--- config.mk ---
export PLATFORM = sky130hd
export DESIGN_NAME = nest_irq_ctrl
export DESIGN_NICKNAME = d
export VERILOG_FILES = /design/src/rtl/nest_irq_pkg.sv /design/src/rtl/nest_irq_winner.sv /design/src/rtl/nest_irq_stack.sv /design/src/rtl/nest_irq_seq.sv /design/src/rtl/nest_irq_ctrl.sv
export SDC_FILE = /design/constraint.sdc
export NUM_CORES = 1
export LEC_CHECK = 0
export CORE_MARGIN = 2
export CORE_UTILIZATION = 66
export DETAILED_ROUTE_END_ITERATION = 8
export DONT_BUFFER_PORTS = 1
export GPL_TIMING_DRIVEN = 0
export PLACE_DENSITY = 0.94
export SYNTH_ARGS = -nofsm -noshare
export SYNTH_HDL_FRONTEND = slang
export SYNTH_SLANG_ARGS = --single-unit
--- constraint.sdc ---
create_clock -name clk -period 4.7 [get_ports clk]
set_clock_uncertainty 0.2 [all_clocks]
set_input_delay 0.47 -clock clk [delete_from_list [all_inputs] [get_ports clk]]
set_output_delay 0.47 -clock clk [all_outputs]
set_load 0.01 [all_outputs]
--- src/rtl/nest_irq_pkg.sv ---
// Package: shared constants and the stack operation code for the
// nested interrupt controller. Assumes nothing beyond IEEE 1800-2017.
package nest_irq_pkg;

    localparam int unsigned LINES_DEFAULT = 8;
    localparam int unsigned DEPTH_DEFAULT = 8;

    // Operation requested from the priority stack in one cycle
    typedef enum logic [1:0] {
        STK_HOLD = 2'd0,
        STK_PUSH = 2'd1,
        STK_POP  = 2'd2
    } stk_op_e;

endpackage

--- src/rtl/nest_irq_winner.sv ---
// Module: picks the highest-numbered asserted request line and turns it
// into a vector and a priority (index + 1, or 0 when nothing is asserted).
// Assumes: purely combinational, request lines already synchronous.
module nest_irq_winner #(
    parameter int unsigned LINES = 8,
    parameter int unsigned IW    = $clog2(LINES),
    parameter int unsigned PW    = $clog2(LINES + 1)
) (
    input  logic [LINES-1:0] req,
    output logic             any,
    output logic [IW-1:0]    idx,
    output logic [PW-1:0]    prio
);

    // Per-line priority constants, one per request line
    logic [PW-1:0] line_prio [LINES];

    genvar g;
    generate
        for (g = 0; g < LINES; g++) begin : g_prio
            assign line_prio[g] = PW'(g + 1);
        end
    endgenerate

    // Scan upward so the highest asserted line is the last to win
    always_comb begin
        any  = 1'b0;
        idx  = '0;
        prio = '0;
        for (int i = 0; i < LINES; i++) begin
            if (req[i]) begin
                any  = 1'b1;
                idx  = IW'(i);
                prio = line_prio[i];
            end
        end
    end

    // the selected line is asserted and no higher line is asserted
    always_comb begin
        if (any) begin
            a_r1_winner_asserted : assert (req[idx]);
            a_r1_none_above : assert ((req >> idx) == {{(LINES-1){1'b0}}, 1'b1});
        end
    end

endmodule

--- src/rtl/nest_irq_stack.sv ---
// Module: last-in-first-out store of preempted priorities.
// Assumes: at most one operation per cycle; a push when full and a pop
// when empty are dropped (the caller flags them).
module nest_irq_stack
    import nest_irq_pkg::*;
#(
    parameter int unsigned DEPTH = 8,
    parameter int unsigned PW    = 4,
    parameter int unsigned AW    = (DEPTH > 1) ? $clog2(DEPTH) : 1,
    parameter int unsigned CW    = $clog2(DEPTH + 1)
) (
    input  logic          clk,
    input  logic          rst_n,
    input  stk_op_e       op,
    input  logic [PW-1:0] din,
    output logic [PW-1:0] top,
    output logic          empty,
    output logic          full
);

    logic [PW-1:0] mem [DEPTH];
    logic [CW-1:0] cnt;
    logic [AW-1:0] wr_idx;
    logic [AW-1:0] top_idx;

    // Decode occupancy and the addresses of the next free and top slots
    always_comb begin
        empty   = (cnt == '0);
        full    = (cnt == CW'(DEPTH));
        wr_idx  = AW'(cnt);
        top_idx = AW'(cnt - CW'(1));
        top     = empty ? '0 : mem[top_idx];
    end

    // Track occupancy
    always_ff @(posedge clk) begin
        if (!rst_n) begin
            cnt <= '0;
        end else begin
            case (op)
                STK_PUSH: if (!full)  cnt <= cnt + CW'(1);
                STK_POP:  if (!empty) cnt <= cnt - CW'(1);
                default:  cnt <= cnt;
            endcase
        end
    end

    // Store pushed values; storage needs no reset
    always_ff @(posedge clk) begin
        if (op == STK_PUSH && !full) begin
            mem[wr_idx] <= din;
        end
    end

    // occupancy never exceeds the depth
    a_r9_depth_bound : assert property (@(posedge clk) disable iff (!rst_n)
        cnt <= CW'(DEPTH));

    // a value pushed is what the top shows next cycle
    a_r5_push_visible : assert property (@(posedge clk) disable iff (!rst_n)
        (op == STK_PUSH && !full) |=> (top == $past(din)));

endmodule

--- src/rtl/nest_irq_seq.sv ---
// Module: decides the interrupt request and the next running priority
// from the winner, the current priority and the core strobes.
// Assumes: return has precedence over acknowledge in the same cycle.
module nest_irq_seq
    import nest_irq_pkg::*;
#(
    parameter int unsigned PW = 4
) (
    input  logic          any,
    input  logic [PW-1:0] win_prio,
    input  logic [PW-1:0] cur_prio,
    input  logic          ack,
    input  logic          ret,
    input  logic          stk_empty,
    input  logic          stk_full,
    input  logic [PW-1:0] stk_top,
    output logic          irq,
    output stk_op_e       op,
    output logic [PW-1:0] nxt_prio,
    output logic          set_err
);

    // Request the core only for strictly higher pending priority
    always_comb begin
        irq = any && (win_prio > cur_prio);
    end

    // Choose the stack operation and the next running priority
    always_comb begin
        op       = STK_HOLD;
        nxt_prio = cur_prio;
        set_err  = 1'b0;
        if (ret) begin
            op       = STK_POP;
            nxt_prio = stk_empty ? '0 : stk_top;
            set_err  = stk_empty;
        end else if (ack && irq) begin
            op       = stk_full ? STK_HOLD : STK_PUSH;
            nxt_prio = win_prio;
            set_err  = stk_full;
        end
    end

endmodule

--- src/rtl/nest_irq_ctrl.sv ---
// Module: top of the nested priority interrupt controller. Holds the
// running priority and the sticky error flag, and wires the winner
// selector, the sequencer and the priority stack together.
// Assumes: request lines are synchronous to clk; reset is synchronous,
// active low; irq and vector follow the request lines combinationally.
module nest_irq_ctrl
    import nest_irq_pkg::*;
#(
    parameter int unsigned LINES = LINES_DEFAULT,
    parameter int unsigned DEPTH = DEPTH_DEFAULT,
    parameter int unsigned IW    = $clog2(LINES),
    parameter int unsigned PW    = $clog2(LINES + 1)
) (
    input  logic             clk,
    input  logic             rst_n,
    input  logic [LINES-1:0] req_lines,
    input  logic             ack,
    input  logic             ret,
    output logic             irq,
    output logic [IW-1:0]    vector,
    output logic [PW-1:0]    cur_prio,
    output logic             stack_err
);

    logic          any;
    logic [PW-1:0] win_prio;
    logic [PW-1:0] nxt_prio;
    logic [PW-1:0] stk_top;
    logic          stk_empty;
    logic          stk_full;
    logic          set_err;
    stk_op_e       op;

    nest_irq_winner #(.LINES(LINES), .IW(IW), .PW(PW)) u_winner (
        .req  (req_lines),
        .any  (any),
        .idx  (vector),
        .prio (win_prio)
    );

    nest_irq_seq #(.PW(PW)) u_seq (
        .any       (any),
        .win_prio  (win_prio),
        .cur_prio  (cur_prio),
        .ack       (ack),
        .ret       (ret),
        .stk_empty (stk_empty),
        .stk_full  (stk_full),
        .stk_top   (stk_top),
        .irq       (irq),
        .op        (op),
        .nxt_prio  (nxt_prio),
        .set_err   (set_err)
    );

    nest_irq_stack #(.DEPTH(DEPTH), .PW(PW)) u_stack (
        .clk   (clk),
        .rst_n (rst_n),
        .op    (op),
        .din   (cur_prio),
        .top   (stk_top),
        .empty (stk_empty),
        .full  (stk_full)
    );

    // Running priority register, status-word style
    always_ff @(posedge clk) begin
        if (!rst_n) cur_prio <= '0;
        else        cur_prio <= nxt_prio;
    end

    // Sticky error flag, cleared only by reset
    always_ff @(posedge clk) begin
        if (!rst_n)       stack_err <= 1'b0;
        else if (set_err) stack_err <= 1'b1;
    end

    // an accepted acknowledge moves to the vector's priority
    a_r3_ack_takes_vector : assert property (@(posedge clk) disable iff (!rst_n)
        (ack && irq && !ret) |=> (cur_prio == PW'($past(vector)) + PW'(1)));

    // acknowledge without a request leaves the priority alone
    a_r4_ack_idle_stable : assert property (@(posedge clk) disable iff (!rst_n)
        (ack && !irq && !ret) |=> $stable(cur_prio));

    // a raised request always outranks the running priority
    a_r2_irq_outranks : assert property (@(posedge clk) disable iff (!rst_n)
        irq |-> ((PW'(vector) + PW'(1)) > cur_prio));

    // a return never raises the running priority
    a_r5_ret_lowers : assert property (@(posedge clk) disable iff (!rst_n)
        ret |=> ((cur_prio < $past(cur_prio)) || ($past(cur_prio) == '0)));

    // the error flag is sticky
    a_r6_err_sticky : assert property (@(posedge clk) disable iff (!rst_n)
        stack_err |=> stack_err);

endmodule

==> flow_summary.yaml <==
clock_network:
  cts.clk_slew.worst_paths_ps: 120
  cts_resized: 0
  cts.sinks: 41
  clkLatencyLatePin_ps: 350
  cts.path.max_buffers: 2
  cts.htree.levels: 2
  cts_tree: "built"
  cts_hold_buf: 0
  cts_made_buffers: 5
  post_cts_buffers: 0
  cts_root_buf: "clkbuf_4"
global_routing:
  grt_use_total_pct: 24.3
  gr-total-overflow: 0
  antenna_found_initial: 0
  grt_pass1_vias: 1319
  grt_max_degree: 14
  grt_first_pass_wirelength_um: 6200
detailed_routing:
  firstDrtPassIters: 4
  drc: 0
  wl_per_cell_um: 18.0
  viasPerCell: 6.55
  ant_nets: 0
  drt_iter0_markers: 56
  vias: 1389
  routed_wl_um: 3820
timing:
  finalSetupViolCount: 0
  period_needed_ps: 3070
  tns_ps: 0
  period_share_pct: 65.3
  tightest_slew_ps: 881
  hold_viol: 0
  maxSlewHeadroom_pct: 40.7
  maxSlewViolCount: 0
  holdWs_ps: 102
  fmax_mhz: 326
  rsz0062_at_grt: "false"
final_layout:
  fin_util_pct: 72.9
  layout-drive-gt1-share_pct: 14.0
  nNetsFinal: 196
  final_cell_mix: "edfxtp_1 (32), o21ai_0 (16), nand2_1 (13)"
  multi_input_area_um2: 841
  synthToLayoutAreaGrowth_pct: 6.32
  ff_latch_area_mm2: 0.00114
  fill_cells: 184
  n_antenna_cell: 0
  final_common_cell: "edfxtp_1"
placed_design:
  dp_hpwl_um: 2790
  port_buffers: 0
  place_congestion: 0.817
worst_setup_path:
  cp_max_fo: 11
  reg2reg_from: "cur_prio[1]$_SDFFE_PN0P_"
  crit_type: "reg -> reg"
  ff2ff_path_depth: 7
  crit_path_start_kind: "register"
  worst-r2r-setup-slack_ps: 1630
  endpoint_kind: "register"
  r2r_end: "u_stack.mem[4][3]$_DFFE_PP_"
  arrival_ps: 2850
  critPathRequiredTime_ps: 4480
worst_hold_path:
  worstHoldPathType: "in -> reg"
  min-delay-start: "ret"
  min_to: "u_stack.cnt[1]$_SDFFE_PN0P_"
  hold_path_depth: 2
die:
  die_y_um: 59.9
  dieArea_mm2: 0.00358
  num_io_pins: 21
  initial_core_util_pct: 68.6
  coreArea_mm2: 0.00300
  die_x_um: 59.9
  fp-row-count: 20
logic_synthesis:
  avgSynthCellArea_um2: 12.0
  ys_seq_elements: 41
  syn-instance-count: 171
  yosysSeqAreaShare_pct: 55.4
  syn_nets: 189
  ys.warnings.count: 0
  ys_types: 39
  netlist_area_mm2: 0.00206
power_and_ir_drop:
  powerDensity_mw_per_mm2: 574
  power.leakage_nw: 0.736
  peakVddDrop_mv: 0.405
run:
  maxCapViolations: 0
outcome:
  status: "finished clean"
==> layout make-up <==
class / instances / share of cell area (%)
Buffer: 7 / 1.66
Clock buffer: 6 / 2.34
Clock inverter: 2 / 1.71
Inverter: 11 / 1.89
Multi-Input combinational cell: 112 / 38.4
Sequential cell: 41 / 52.1
Tap cell: 33 / 1.89
==> cells by family after synthesis <==
| logic type | after synthesis | share of synthesized area, % |
|---|---|---|
| and+or+nand+nor | 52 | 13.2 |
| AOI/OAI and AO/OA | 39 | 11.7 |
| muxes | 15 | 12.3 |
| DFF | 41 | 55.4 |
| buffers and inverters | 18 | 3.77 |
| adders and majority gates | 6 | 3.65 |
==> where the power goes <==
group	total, mW	switching (mW)	internal (mW)
logic	0.471	0.259	0.212
clock network	0.239	0.112	0.126
registers	0.547	0.0759	0.471
total	1.26	0.447	0.809
==> layer usage <==
layer  up-vias  GRT usage (%)  part of all wire (%)
met5         -              0                     0
met4         0           7.30                  0.99
met3         6           6.49                   5.7
met2        57           38.7                    50
met1       669           32.8                    43
li1        657              -                     -
==> worst max path at each step <==
stage / endpoint / startpoint / depth (start not counted) / slack (ps)
global route: u_stack.mem[4][3]$_DFFE_PP_ / cur_prio[1]$_SDFFE_PN0P_ / 7 / 1380
finish: u_stack.mem[4][3]$_DFFE_PP_ / cur_prio[1]$_SDFFE_PN0P_ / 7 / 1630
global placement: u_stack.mem[4][2]$_DFFE_PP_ / req_lines[1] / 9 / 1510
detailed placement: u_stack.mem[4][2]$_DFFE_PP_ / req_lines[1] / 9 / 1440
CTS: u_stack.mem[4][1]$_DFFE_PP_ / cur_prio[1]$_SDFFE_PN0P_ / 7 / 1610
floorplan: u_stack.mem[4][0]$_DFFE_PP_ / req_lines[1] / 9 / 1890
==> synth_stat cells (all sizes together) <==
cell     n  area [um^2]
nand4    1         6.26
a211oi   1         12.5
nor2    10         37.5
buf      3         21.3
nor2b    7         43.8
nor3     6         30.0
or4b     1         10.0
mux4     8          180
o21ai   19         98.9
nand4b   1         8.76
o211ai   2         20.0
o21bai   1         7.51
edfxtp  32          961
or3      1         6.26
nor4b    1         8.76
inv     11         41.3
a31oi    3         18.8
clkbuf   4         15.0
and2     2         12.5
a21oi    6         30.0
o311ai   1         8.76
a21o     4         30.0
mux2i    5         50.1
nand3    1         5.00
mux2     2         22.5
o31ai    1         7.51
or2      1         6.26
nor4     1         6.26
nand2   13         48.8
dfxtp    9          180
ha       6         75.1
nand3b   1         7.51
o21a     1         7.51
nand2b   3         18.8
or4      2         15.0
==> sequential cells by signal, summed over array words and instances, names as in the netlist <==
register	flops
u_stack.mem	32
cur_prio	4
u_stack.cnt	4
stack_err	1
==> critical path, stage by stage (launching register included) <==
cell,delay (ps)
dfxtp_1,610
inv_1,90
ha_1,300
nor2b_1,130
o211ai_1,130
a21oi_1,290
nand2_1,190
nor4_1,760
==> through the flow <==
| step | area [um^2] | setup slack (ps) | power [mW] | instances |
|---|---|---|---|---|
| final | 2190 | 1630 | 1.26 | 212 |
| after global routing | 2190 | 1380 | 1.33 | 212 |
| after CTS | 2190 | 1610 | 1.26 | 212 |
| after detailed placement | 2100 | 1440 | 1.02 | 204 |
| after global placement | 2100 | 1510 | 0.996 | 204 |
| after floorplan | 2060 | 1890 | 0.907 | 171 |
(Power assumes the default switching activity.)
